`src/rtl/bhp_pkg.sv`:
```
package bhp_pkg;
  // strobe vector lanes
  localparam int LN_WR  = 0;
  localparam int LN_RD  = 1;
  localparam int LN_STB = 2;
  localparam int LN_ACK = 3;
  localparam int N_LANES = 4;

  // status byte fields
  localparam int ST_OBF = 7;
  localparam int ST_OIE = 6;
  localparam int ST_IBF = 5;
  localparam int ST_IIE = 4;
  localparam int ST_IRQ = 3;

  // command word fields
  localparam int CMD_VAL = 0;
  localparam int CMD_SEL = 1;

  localparam logic ADR_DATA = 1'b0;
  localparam logic ADR_CTRL = 1'b1;

  typedef struct packed {
    logic level;
    logic fall;
    logic rise;
  } edge_t;
endpackage

```
`src/rtl/bhp_sync.sv`:
```
module bhp_sync #(
  parameter int                 W       = 4,
  parameter int                 STAGES  = 2,
  parameter logic [W-1:0]       RST_VAL = '1
) (
  input  logic         clk,
  input  logic         rst,
  input  logic [W-1:0] d,
  output logic [W-1:0] q
);
  logic [W-1:0] chain [STAGES];

  always_ff @(posedge clk) begin
    if (rst) begin
      for (int i = 0; i < STAGES; i++) chain[i] <= RST_VAL;
    end else begin
      chain[0] <= d;
      for (int i = 1; i < STAGES; i++) chain[i] <= chain[i-1];
    end
  end

  assign q = chain[STAGES-1];
endmodule

```
`src/rtl/bhp_out_side.sv`:
```
module bhp_out_side #(
  parameter int DW = 8
) (
  input  logic          clk,
  input  logic          rst,
  input  logic          wr_rise,
  input  logic          wr_fall,
  input  logic [DW-1:0] wdata,
  input  bhp_pkg::edge_t ack,
  input  logic          inte,
  output logic [DW-1:0] latch,
  output logic          obf_n,
  output logic          oe,
  output logic          req
);
  always_ff @(posedge clk) begin
    if (rst) begin
      latch <= '0;
      obf_n <= 1'b1;
      oe    <= 1'b0;
      req   <= 1'b0;
    end else begin
      oe <= ~ack.level;
      if (wr_rise) begin
        latch <= wdata;
        obf_n <= 1'b0;
      end else if (ack.fall) begin
        obf_n <= 1'b1;
      end
      if (wr_fall || !inte)          req <= 1'b0;
      else if (ack.rise && obf_n)    req <= 1'b1;
    end
  end
endmodule

```
`src/rtl/bhp_in_side.sv`:
```
module bhp_in_side #(
  parameter int DW = 8
) (
  input  logic          clk,
  input  logic          rst,
  input  logic [DW-1:0] pins,
  input  bhp_pkg::edge_t stb,
  input  logic          rd_fall,
  input  logic          rd_rise,
  input  logic          inte,
  output logic [DW-1:0] latch,
  output logic          ibf,
  output logic          req
);
  always_ff @(posedge clk) begin
    if (rst) begin
      latch <= '0;
      ibf   <= 1'b0;
      req   <= 1'b0;
    end else begin
      if (!stb.level) latch <= pins;
      if (stb.fall)     ibf <= 1'b1;
      else if (rd_rise) ibf <= 1'b0;
      if (rd_fall || !inte)       req <= 1'b0;
      else if (stb.rise && ibf)   req <= 1'b1;
    end
  end
endmodule

```
`src/rtl/bidir_hs_port.sv`:
```
module bidir_hs_port #(
  parameter int DW          = 8,
  parameter int SYNC_STAGES = 2
) (
  input  logic          clk,
  input  logic          rst,
  input  logic          cpu_addr,
  input  logic          cpu_wr_n,
  input  logic          cpu_rd_n,
  input  logic [DW-1:0] cpu_wdata,
  output logic [DW-1:0] cpu_rdata,
  input  logic [DW-1:0] pin_in,
  output logic [DW-1:0] pin_out,
  output logic          pin_oe,
  input  logic          ack_n,
  input  logic          stb_n,
  output logic          obf_n,
  output logic          ibf,
  output logic          intr
);
  import bhp_pkg::*;

  localparam int NL = N_LANES;

  logic [NL-1:0] raw_s, sync_s, prev_s, fall_s, rise_s;
  logic [DW-1:0] pins_s;

  assign raw_s[LN_WR]  = cpu_wr_n;
  assign raw_s[LN_RD]  = cpu_rd_n;
  assign raw_s[LN_STB] = stb_n;
  assign raw_s[LN_ACK] = ack_n;

  bhp_sync #(.W(NL), .STAGES(SYNC_STAGES), .RST_VAL({NL{1'b1}})) u_strb_sync (
    .clk(clk), .rst(rst), .d(raw_s), .q(sync_s));

  bhp_sync #(.W(DW), .STAGES(SYNC_STAGES), .RST_VAL({DW{1'b0}})) u_pin_sync (
    .clk(clk), .rst(rst), .d(pin_in), .q(pins_s));

  always_ff @(posedge clk) begin
    if (rst) prev_s <= '1;
    else     prev_s <= sync_s;
  end

  assign fall_s = prev_s & ~sync_s;
  assign rise_s = ~prev_s & sync_s;

  edge_t ack_e, stb_e;
  assign ack_e = '{level: sync_s[LN_ACK], fall: fall_s[LN_ACK], rise: rise_s[LN_ACK]};
  assign stb_e = '{level: sync_s[LN_STB], fall: fall_s[LN_STB], rise: rise_s[LN_STB]};

  logic wr_dat_rise, wr_dat_fall, wr_ctl_rise, rd_dat_fall, rd_dat_rise, rd_any_fall;
  assign wr_dat_rise = rise_s[LN_WR] && (cpu_addr == ADR_DATA);
  assign wr_dat_fall = fall_s[LN_WR] && (cpu_addr == ADR_DATA);
  assign wr_ctl_rise = rise_s[LN_WR] && (cpu_addr == ADR_CTRL);
  assign rd_dat_fall = fall_s[LN_RD] && (cpu_addr == ADR_DATA);
  assign rd_dat_rise = rise_s[LN_RD] && (cpu_addr == ADR_DATA);
  assign rd_any_fall = fall_s[LN_RD];

  // interrupt enables
  logic inte_out, inte_in;
  always_ff @(posedge clk) begin
    if (rst) begin
      inte_out <= 1'b0;
      inte_in  <= 1'b0;
    end else if (wr_ctl_rise) begin
      if (cpu_wdata[CMD_SEL]) inte_in  <= cpu_wdata[CMD_VAL];
      else                    inte_out <= cpu_wdata[CMD_VAL];
    end
  end

  logic [DW-1:0] out_latch, in_latch;
  logic          out_req, in_req;

  bhp_out_side #(.DW(DW)) u_out (
    .clk(clk), .rst(rst), .wr_rise(wr_dat_rise), .wr_fall(wr_dat_fall),
    .wdata(cpu_wdata), .ack(ack_e), .inte(inte_out),
    .latch(out_latch), .obf_n(obf_n), .oe(pin_oe), .req(out_req));

  bhp_in_side #(.DW(DW)) u_in (
    .clk(clk), .rst(rst), .pins(pins_s), .stb(stb_e),
    .rd_fall(rd_dat_fall), .rd_rise(rd_dat_rise), .inte(inte_in),
    .latch(in_latch), .ibf(ibf), .req(in_req));

  assign pin_out = out_latch;
  assign intr    = out_req | in_req;

  logic [DW-1:0] status;
  always_comb begin
    status         = '0;
    status[ST_OBF] = obf_n;
    status[ST_OIE] = inte_out;
    status[ST_IBF] = ibf;
    status[ST_IIE] = inte_in;
    status[ST_IRQ] = intr;
  end

  always_ff @(posedge clk) begin
    if (rst)              cpu_rdata <= '0;
    else if (rd_any_fall) cpu_rdata <= (cpu_addr == ADR_CTRL) ? status : in_latch;
  end
endmodule

```
`config.mk`:
```
export PLATFORM = sky130hd
export DESIGN_NAME = bidir_hs_port
export DESIGN_NICKNAME = d
export VERILOG_FILES = /design/src/rtl/bhp_pkg.sv /design/src/rtl/bhp_sync.sv /design/src/rtl/bhp_out_side.sv /design/src/rtl/bhp_in_side.sv /design/src/rtl/bidir_hs_port.sv
export SDC_FILE = /design/constraint.sdc
export NUM_CORES = 1
export LEC_CHECK = 0
export BUFFER_PORTS_ARGS = -buffer_cell sky130_fd_sc_hd__buf_2
export CORE_MARGIN = 2
export CORE_UTILIZATION = 46
export DETAILED_ROUTE_END_ITERATION = 7
export PLACE_DENSITY = 0.69
export SYNTH_ARGS = -nofsm -noshare
export SYNTH_HDL_FRONTEND = slang
export SYNTH_SLANG_ARGS = --single-unit
export TNS_END_PERCENT = 30
```
`constraint.sdc`:
```
create_clock -name clk -period 1.45 [get_ports clk]
set_input_delay 0.0725 -clock clk [delete_from_list [all_inputs] [get_ports clk]]
set_output_delay 0.0725 -clock clk [all_outputs]
set_load 0.01 [all_outputs]
```
# Word level (Yosys, flattened, before mapping)

Memories as Yosys holds them, arrays and structs flattened. A register that Yosys moved wholly into a read port is not among the register bits.
Cells that the tools add are included.

Mux-type cells: 12
Reductions and logical operators: 18
Bitwise gates (word level): 12

Operators by type and width:

| kind                | count |
|---|---|
| 8-bit two-way mux   | 3 |
| 4-bit AND           | 2 |
| 4-bit two-way mux   | 2 |
| 4-bit NOT           | 2 |
| 1-bit logical AND   | 7 |
| 1-bit two-way mux   | 7 |
| 1-bit bitwise OR    | 5 |
| 2-bit AND reduction | 2 |
| 2-bit nonzero test  | 2 |
| 2-bit OR reduction  | 2 |
| 1-bit logical NOT   | 3 |
| 1-bit NOT           | 3 |
| 1-bit logical OR    | 2 |

RAM bits: 24
Word-level logic and storage cells: 54
Output and inout bits: 20
Memories kept: 2
Input port bits: 23
Register bits after elaboration: 27

Memories:

| memory            | words | width | rd ports | clocked after Yosys merged registers in | write ports | line           | text |
|---|---|---|---|---|---|---|---|
| u_pin_sync.chain  | 2     | 8     | 2        | 1                                       | 2           | bhp_sync.sv:11 | `logic [W-1:0] chain [STAGES];` |
| u_strb_sync.chain | 2     | 4     | 2        | 0                                       | 2           | bhp_sync.sv:11 |  |

# Logic depth before layout (Yosys ltp)

Gate-level depths: netlist of the first run.
An unclocked memory read counts as a cell.

Depth in word-level cells: 6
Depth in mapped cells: 4
Mapped depth without buffers: 3

# Modules after synthesis

Synthesis of the first run repeated with hierarchy kept, for this count alone.

Cells, all modules: 193
Area, all modules: 2150.8 µm²

Modules (own cells, without submodules):

| module                 | instances | cells each | seq. area each (µm²) | area each (µm²) |
|---|---|---|---|---|
| bidir_hs_port          | 1         | 65         | 280.3                | 643.1 |
| bhp_sync (u_pin_sync)  | 1         | 41         | 320.3                | 524.3 |
| bhp_out_side           | 1         | 34         | 220.2                | 375.4 |
| bhp_in_side            | 1         | 33         | 200.2                | 367.9 |
| bhp_sync (u_strb_sync) | 1         | 20         | 160.2                | 240.2 |

# Least setup slack after synthesis of the first run

No wires, ideal clock.

Path kind: flip-flop to flip-flop
Start point: mem u_strb_sync.chain[1][0], in the netlist u_strb_sync.chain[0][4]
End point: reg u_out.latch[0]
Buffers on the path: 1
Arrival time: 895 ps
Cell stages (with the launch flop): 5
Setup slack: 438 ps
Library setup time: 117 ps
Data required time: 1333 ps
Period minus slack after synthesis: 1012 ps
Cell sequence: dfxtp_1 nor3b_2 buf_6 mux2i_1 nor2_1

RTL lines:

| element              | line               | text |
|---|---|---|
| start, declared      | bhp_sync.sv:11     |  |
| end signal, assigned | bhp_out_side.sv:25 | `latch <= wdata;` |
| end, declared        | bhp_out_side.sv:11 | `output logic [DW-1:0] latch,` |

==> flow_summary.json, run 1 <==
{
  "globalRouteOverflowTotal": 0,
  "global_route.usage.total_pct": 16.2,
  "timing.critical_path.slowest_cell_delay_ns": 0.38,
  "postCtsSetupBuffers": 0,
  "p_leak_nw": 1.19,
  "tritoncts": "done",
  "numCtsBuffers": 9,
  "portBuffers": 42,
  "wirelength_mm": 3.54,
  "post_synth_xor_area_fraction_pct": 0,
  "layout.cells.most_common": "sky130_fd_sc_hd__dfxtp_1",
  "source_of_the_worst_register_to_register_timing_path": "u_strb_sync.chain[0][4]",
  "finClkSkew_ns": 0.00722,
  "largest_family_of_logic_cells_by_synthesized_area": "simple AND/OR/NAND/NOR gates",
  "gp_congestion": 0.728,
  "synth_top_area_share_pct": 59.3,
  "grt_start_max_net_pins": 33,
  "ys_top_cells_by_area": "sky130_fd_sc_hd__dfxtp_1 59%, sky130_fd_sc_hd__mux2i_1 11%, sky130_fd_sc_hd__nor2b_1 5.3%",
  "final_layout_size_suffix_gt1_share_pct": 26.9,
  "nNetsFinal": 271,
  "synth_fp_nets": 204,
  "design.core.area_mm2": 0.00409,
  "later_pin_clock_latency_in_the_skew_report_ns": 0.33,
  "endpoint_arrival_time_on_the_critical_path_ns": 1.41,
  "dp_hpwl_mm": 2.29,
  "power_mw": 3.28,
  "timing.setup.tns_ns": 0,
  "worstPathRequired_ns": 1.64,
  "worst_slew_margin_rel_pct": 61.0,
  "drt_first_pass_iters": 5,
  "clock_h_tree_levels": 3,
  "syn2layout_area_growth_pct": 32.1,
  "grt_pass1_vias": 1422,
  "fp.dieH_um": 69.8,
  "post_synth_instance_area_mm2": 0.00199,
  "final-max-slew-violation-count": 0,
  "fmax_mhz": 821,
  "grt_antenna_before_repair": 0,
  "drcViolationCount": 0,
  "setup.worst_path.end_class": "flip-flop",
  "timing_worst_slew_pin_value_ns": 0.586,
  "rows": 23,
  "timing.reg2reg.setup_slack_ns": 0.23,
  "chipWidth_um": 69.8,
  "average_cell_area_after_synthesis_um2": 11.0,
  "fin_crit_sh_pct": 84.0,
  "ys_seq_area_share_pct": 59.3,
  "root_buffer_selected_by_cts": "sky130_fd_sc_hd__clkbuf_8",
  "crit_path_start_kind": "flip-flop",
  "synthAdderAreaFrac_pct": 0,
  "synth.ff_latch_count": 59,
  "path_buf_inv": 1,
  "clock_path_buffers": 2,
  "period_minus_slack_ns": 1.22,
  "path_clk_slew_ns": 0.07,
  "critical-path-slowest-cell": "sky130_fd_sc_hd__dfxtp_1",
  "rsz_0062_raised_after_global_routing": "false",
  "max_cap_viol_count": 0,
  "grt_pass1_wl_mm": 6.13,
  "antenna_cells": 0,
  "ys_warn_count": 0,
  "run_status": "completed",
  "min_path_type": "in -> reg",
  "post_synth_inst_count": 181,
  "ys_types": 26,
  "vdd.ir_drop.worst_mv": 0.854,
  "effective_utilization_at_floorplan_pct": 48.7,
  "numClockSinks": 59,
  "worst-setup-path-type": "reg -> reg",
  "yosysTopAreaCell": "sky130_fd_sc_hd__dfxtp_1",
  "cpLargestDelayFamily": "flip-flops",
  "die_outline_area_mm2": 0.00487,
  "hold_path_startpoint": "cpu_wdata[1]",
  "layout.filler_cells": 337,
  "first_iter_violations": 68,
  "detail_route.wl_per_cell_um": 11.7,
  "power-per-cell-area_mw_per_mm2": 1250,
  "post_drt_via_cell_ratio": 4.67,
  "synth_compound_gate_area_share_pct": 5.59,
  "detailroute.via_count": 1414,
  "number_of_nets_still_failing_antenna_checks_after_routing": 0,
  "cp_cell_sequence": "nor3b_2, buf_4, mux2i_1, nor2_1",
  "finalHoldViolations": 0,
  "final-setup-viol-count": 0,
  "i_o_pins": 43,
  "final_cell_mix": "59 x sky130_fd_sc_hd__dfxtp_1, 42 x sky130_fd_sc_hd__buf_2, 26 x sky130_fd_sc_hd__nor2_1, 22 x sky130_fd_sc_hd__mux2i_1, 18 x sky130_fd_sc_hd__dlygate4sd3_1",
  "critical_path.startpoint": "u_strb_sync.chain[0][4]",
  "synthMuxAreaShare_pct": 11.1,
  "timing.critical_path.fanout_max": 8,
  "post_synth_and_or_nand_nor_area_fraction_pct": 19.8
}
[through the flow]
| step | util [%] | instances | cell area, um^2 | hold WS, ns | setup WS [ns] |
|---|---|---|---|---|---|
| 6_report | 64.4 | 303 | 2630 | 0.0207 | 0.232 |
| 5_1_grt | 64.4 | 303 | 2630 | 0.0282 | 0.138 |
| 4_1_cts | 64.4 | 303 | 2630 | 0.00134 | 0.249 |
| 3_5_place_dp | 55.3 | 269 | 2260 | 0.254 | 0.271 |
| 3_3_place_gp | 55.3 | 269 | 2260 | 0.250 | 0.308 |
| 2_1_floorplan | - | 181 | 1990 | 0.170 | 0.438 |
[final timing paths]
check | to | cells after the start
worst max-delay path | u_out.latch[7] | 4
worst min-delay path | u_out.latch[1] | 3
worst max register to register | u_out.latch[7] | 4
worst min register to register | u_strb_sync.chain[0][6] | 1
[registers in the layout, summed over array words and instances, names as in the netlist]
register and count:
u_strb_sync.chain 8, prev_s 4, cpu_rdata 8, u_out.obf_n 1
u_pin_sync.chain 16, u_in.ibf 1, u_out.latch 8, u_out.req 1
u_in.latch 8, u_in.req 1, inte_in 1, inte_out 1
u_out.oe 1
[area by class of cell]
type                            instances  area, um^2  share of cell area [%]
Multi-Input combinational cell        106         726                    27.6
Inverter                                6        22.5                   0.856
Clock buffer                           15         186                    7.09
Sequential cell                        59        1180                    44.9
Clock inverter                          1        5.00                   0.190
Tap cell                               50        62.6                    2.38
Timing Repair Buffer                   66         448                    17.0
[worst min-delay path: stages]
cell,delay (ns)
sky130_fd_sc_hd__buf_2,0.10
sky130_fd_sc_hd__mux2i_1,0.06
sky130_fd_sc_hd__nor2_1,0.08
[power by group]
group | internal (mW) | switching (mW) | total [mW]
Combinational | 0.114 | 0.0869 | 0.201
Clock | 0.806 | 0.586 | 1.39
Sequential | 1.67 | 0.0202 | 1.69
Total | 2.59 | 0.693 | 3.28
[cell families (layout without fill, tap and decap cells)]
family / Yosys count / in the layout
AO/OA/AOI/OAI: 15 / 15
buffers and inverters: 16 / 88
flip-flops: 59 / 59
multiplexers: 22 / 22
AND/OR/NAND/NOR: 69 / 69
[metal layers]
| layer | wire [um] | GRT usage (%) | up-vias |
|---|---|---|---|
| li1 | - | - | 728 |
| met2 | 1720 | 26.8 | 37 |
| met3 | 213 | 7.12 | 5 |
| met5 | 0 | 0 | - |
| met1 | 1550 | 17.5 | 644 |
| met4 | 63 | 8.33 | 0 |
[cells in the mapped netlist]
| library cell | instances |
|---|---|
| sky130_fd_sc_hd__a211oi_1 | 1 |
| sky130_fd_sc_hd__nor4b_2 | 2 |
| sky130_fd_sc_hd__buf_4 | 1 |
| sky130_fd_sc_hd__inv_1 | 6 |
| sky130_fd_sc_hd__nor2_1 | 26 |
| sky130_fd_sc_hd__clkbuf_1 | 1 |
| sky130_fd_sc_hd__a21oi_1 | 6 |
| sky130_fd_sc_hd__and4bb_1 | 1 |
| sky130_fd_sc_hd__buf_6 | 2 |
| sky130_fd_sc_hd__a31oi_1 | 2 |
| sky130_fd_sc_hd__nand2_1 | 4 |
| sky130_fd_sc_hd__mux2i_1 | 22 |
| sky130_fd_sc_hd__or2_1 | 11 |
| sky130_fd_sc_hd__a211oi_2 | 3 |
| sky130_fd_sc_hd__a211o_1 | 1 |
| sky130_fd_sc_hd__o31ai_1 | 1 |
| sky130_fd_sc_hd__nor3b_2 | 1 |
| sky130_fd_sc_hd__buf_1 | 1 |
| sky130_fd_sc_hd__dfxtp_1 | 59 |
| sky130_fd_sc_hd__buf_2 | 5 |
| sky130_fd_sc_hd__nand4b_1 | 1 |
| sky130_fd_sc_hd__nand3b_1 | 3 |
| sky130_fd_sc_hd__o21bai_1 | 1 |
| sky130_fd_sc_hd__nand2b_1 | 2 |
| sky130_fd_sc_hd__nor3b_1 | 1 |
| sky130_fd_sc_hd__nor2b_1 | 17 |
[what timing repair did]
item,CTS,global route
hold endpoints to repair,18,0
hold buffers,18,0
gates resized for setup,0,0
(Power assumes the default switching activity.)
==> run 2: changes to the inputs <==
--- a/config.mk
+++ b/config.mk
@@ -5,6 +5,7 @@
 export SDC_FILE = /design/constraint.sdc
 export NUM_CORES = 1
 export LEC_CHECK = 0
+export ABC_AREA = 1
 export BUFFER_PORTS_ARGS = -buffer_cell sky130_fd_sc_hd__buf_2
 export CORE_MARGIN = 2
 export CORE_UTILIZATION = 46
==> constraint.sdc (replaced) <==
create_clock -name clk -period 1.15 [get_ports clk]
set_input_delay 0.0575 -clock clk [delete_from_list [all_inputs] [get_ports clk]]
set_output_delay 0.0575 -clock clk [all_outputs]
set_load 0.01 [all_outputs]
==> run 2 against run 1 <==
Core utilization grew 0.40 points. Highest routed layer unchanged. Critical endpoint is now intr. Register-to-register slack lost 0.07 ns. Synthesized cell count grew 29%. Non-clock buffer count down 2. Combinational power is 36% higher.
==> flow_summary.json, run 2 <==
{
  "yosysTopAreaCell": "sky130_fd_sc_hd__dfxtp_1",
  "detailroute.via_count": 1590,
  "layout.filler_cells": 347,
  "rsz_0062_raised_after_global_routing": "false",
  "timing.setup.tns_ns": 0,
  "dp_hpwl_mm": 2.29,
  "clock_path_buffers": 2,
  "worst_slew_margin_rel_pct": 68.0,
  "grt_pass1_vias": 1486,
  "period_minus_slack_ns": 1.07,
  "run_status": "completed",
  "drcViolationCount": 0,
  "power_mw": 4.24,
  "synth_compound_gate_area_share_pct": 10.8,
  "cp_cell_sequence": "or2_4, buf_6",
  "netlist_top_cells_count": "59 x sky130_fd_sc_hd__dfxtp_1, 41 x sky130_fd_sc_hd__nor2_1, 36 x sky130_fd_sc_hd__nand2_1",
  "tritoncts": "done",
  "final-max-slew-violation-count": 0,
  "p_leak_nw": 1.21,
  "synth_async_sr_flop_share_pct": 0,
  "place_ws_ns": 0.141,
  "post_synth_and_or_nand_nor_area_fraction_pct": 21.3,
  "timing_worst_slew_pin_value_ns": 0.480,
  "first_iter_violations": 68,
  "worstPathRequired_ns": 1.09,
  "globalRouteOverflowTotal": 0,
  "vdd.ir_drop.worst_mv": 1.27,
  "i_o_pins": 43,
  "p_int_mw": 3.36,
  "largest_register_ff_count": 16,
  "die_outline_area_mm2": 0.00481,
  "timing.critical_path.fanout_max": 2,
  "synthAdderAreaFrac_pct": 0,
  "grt_pass1_wl_mm": 6.21,
  "numCtsBuffers": 9,
  "ys_warn_count": 0,
  "sw_share_pct": 20.7,
  "nNetsFinal": 325,
  "switching_power_uw": 878,
  "fin_area_mm2": 0.00263,
  "timing.critical_path.slowest_cell_delay_ns": 0.32,
  "power-per-cell-area_mw_per_mm2": 1610,
  "grt_antenna_before_repair": 0,
  "synth_enable_flop_cells": 0,
  "grt_start_max_net_pins": 41,
  "crit_path_start_kind": "flip-flop",
  "r2r.worst_path.cells": 5,
  "wirelength_mm": 3.66,
  "fmax_mhz": 934,
  "worst-setup-path-type": "reg -> out",
  "final-setup-viol-count": 0,
  "effective_utilization_at_floorplan_pct": 48.4,
  "ys_top_cells_by_area": "sky130_fd_sc_hd__dfxtp_1 60%, sky130_fd_sc_hd__nor2_1 7.8%, sky130_fd_sc_hd__nand2_1 6.9%",
  "registers.top_by_ff_count": "u_pin_sync.chain",
  "p_seq_share_pct": 50.7,
  "gp_congestion": 0.749,
  "power_frac_comb_pct": 6.4,
  "fin_crit_sh_pct": 93.1,
  "endpoint_arrival_time_on_the_critical_path_ns": 1.01,
  "chipWidth_um": 69.4,
  "layout.cells.most_common": "sky130_fd_sc_hd__dfxtp_1",
  "numClockSinks": 59,
  "min_path_type": "in -> reg",
  "finalHoldViolations": 0,
  "average_cell_area_after_synthesis_um2": 8.39,
  "critical-path-slowest-cell": "sky130_fd_sc_hd__dfxtp_1",
  "finClkSkew_ns": 0.00549,
  "number_of_nets_still_failing_antenna_checks_after_routing": 0,
  "rows": 23,
  "synth.ff_latch_count": 59,
  "path_clk_slew_ns": 0.06,
  "synthMuxAreaShare_pct": 0,
  "portBuffers": 42,
  "design.core.area_mm2": 0.00406,
  "max_cap_viol_count": 0,
  "fp.dieH_um": 69.4,
  "multi_input_comb_area_um2": 633,
  "post_synth_xor_area_fraction_pct": 0,
  "yosysMostFrequentCell": "sky130_fd_sc_hd__dfxtp_1",
  "setup.worst_path.end_class": "primary output",
  "final_layout_size_suffix_gt1_share_pct": 23.9,
  "placedCellCount": 321,
  "area.sequential_mm2": 0.00118,
  "clockPowerShare_pct": 42.8,
  "later_pin_clock_latency_in_the_skew_report_ns": 0.32,
  "post_drt_via_cell_ratio": 4.47,
  "post_synth_instance_area_mm2": 0.00196,
  "synth_top_area_share_pct": 60.1,
  "layout.cells.non_filler": 356,
  "finalWorstSetupSlack_ns": 0.0789,
  "placed_area_mm2": 0.00223,
  "root_buffer_selected_by_cts": "sky130_fd_sc_hd__clkbuf_8",
  "ys_seq_area_share_pct": 60.1,
  "syn2layout_area_growth_pct": 33.8,
  "global_route.usage.total_pct": 16.7,
  "synthFlopType": "sky130_fd_sc_hd__dfxtp_1",
  "post_synth_inst_count": 234,
  "worst_hold_path.num_cells": 3,
  "clock_h_tree_levels": 3,
  "final_cell_mix": "59 x sky130_fd_sc_hd__dfxtp_1, 41 x sky130_fd_sc_hd__nor2_1, 41 x sky130_fd_sc_hd__buf_2, 36 x sky130_fd_sc_hd__nand2_1, 28 x sky130_fd_sc_hd__inv_1",
  "synth_fp_nets": 257,
  "drt_first_pass_iters": 5,
  "detail_route.wl_per_cell_um": 10.3,
  "ys_types": 21,
  "antenna_cells": 0,
  "largest_family_of_logic_cells_by_synthesized_area": "simple AND/OR/NAND/NOR gates"
}
-- run 2: cell types whose count changed after synthesis, sizes merged, moves of 3 or more --
cell,previous run,this run
a211oi,4,1
a21oi,6,23
buf,9,3
clkbuf,1,4
inv,6,30
mux2i,22,0
nand2,4,38
nand3,0,3
nand3b,3,0
nand4,0,3
nor2,26,42
nor2b,17,0
o21ai,0,15
-- run 2: cell families (layout without fill, tap and decap cells) --
kind of cell / after synthesis / in the layout
and+or+nand+nor: 96 / 96
DFF: 59 / 59
AOI/OAI and AO/OA: 41 / 41
buffers and inverters: 38 / 110
-- run 2: final cells by class --
cell class,count,share of cell area [%]
Sequential cell,59,44.9
Multi-Input combinational cell,137,24.1
Inverter,31,4.43
Timing Repair Buffer,64,16.8
Tap cell,50,2.38
Clock inverter,2,1.33
Clock buffer,13,6.04
-- run 2: power by group through the flow --
stage	logic, mW	registers, mW	clock network (mW)
6_report	0.273	2.15	1.82
5_1_grt	0.308	2.16	1.96
4_1_cts	0.274	2.15	1.87
3_5_place_dp	0.224	2.19	0
3_3_place_gp	0.220	2.19	0
2_1_floorplan	0.131	2.20	0
-- run 2: final timing paths --
kind,to,slack (ns),start
setup / recovery,intr,0.08,u_in.req
hold / removal,u_out.latch[1],0.02,cpu_wdata[1]
setup reg to reg,u_out.latch[3],0.16,u_strb_sync.chain[0][4]
hold reg to reg,u_pin_sync.chain[1][2],0.40,u_pin_sync.chain[0][2]
-- run 2: metal layers --
metal,routed length (um),track usage (%),vias to the layer above
li1,-,-,857
met1,1650,18.1,684
met2,1750,27.6,39
met3,165,5.09,10
met4,95,11.8,0
met5,0,0,-
-- run 2: critical path, delay by kind of cell (launching register included) --
family / cells / cell delay [ns]
flip-flops: 1 / 0.32
AND/OR/NAND/NOR: 1 / 0.26
buffers and inverters: 1 / 0.12
-- run 2: per-stage QoR --
stage / hold WS [ns] / utilization, %
finish: 0.0215 / 64.8
global route: 0.0219 / 64.8
CTS: 0.00610 / 64.6
detailed placement: 0.242 / 54.9
global placement: 0.242 / 54.9
floorplan: 0.161 / -
-- run 2: repair_timing --
item,in CTS,in global routing
pin swaps,0,1
endpoints found under the hold margin,19,0
gates resized for setup,2,1
setup endpoints to repair,1,3
hold buffers,19,0
buffers inserted,0,1
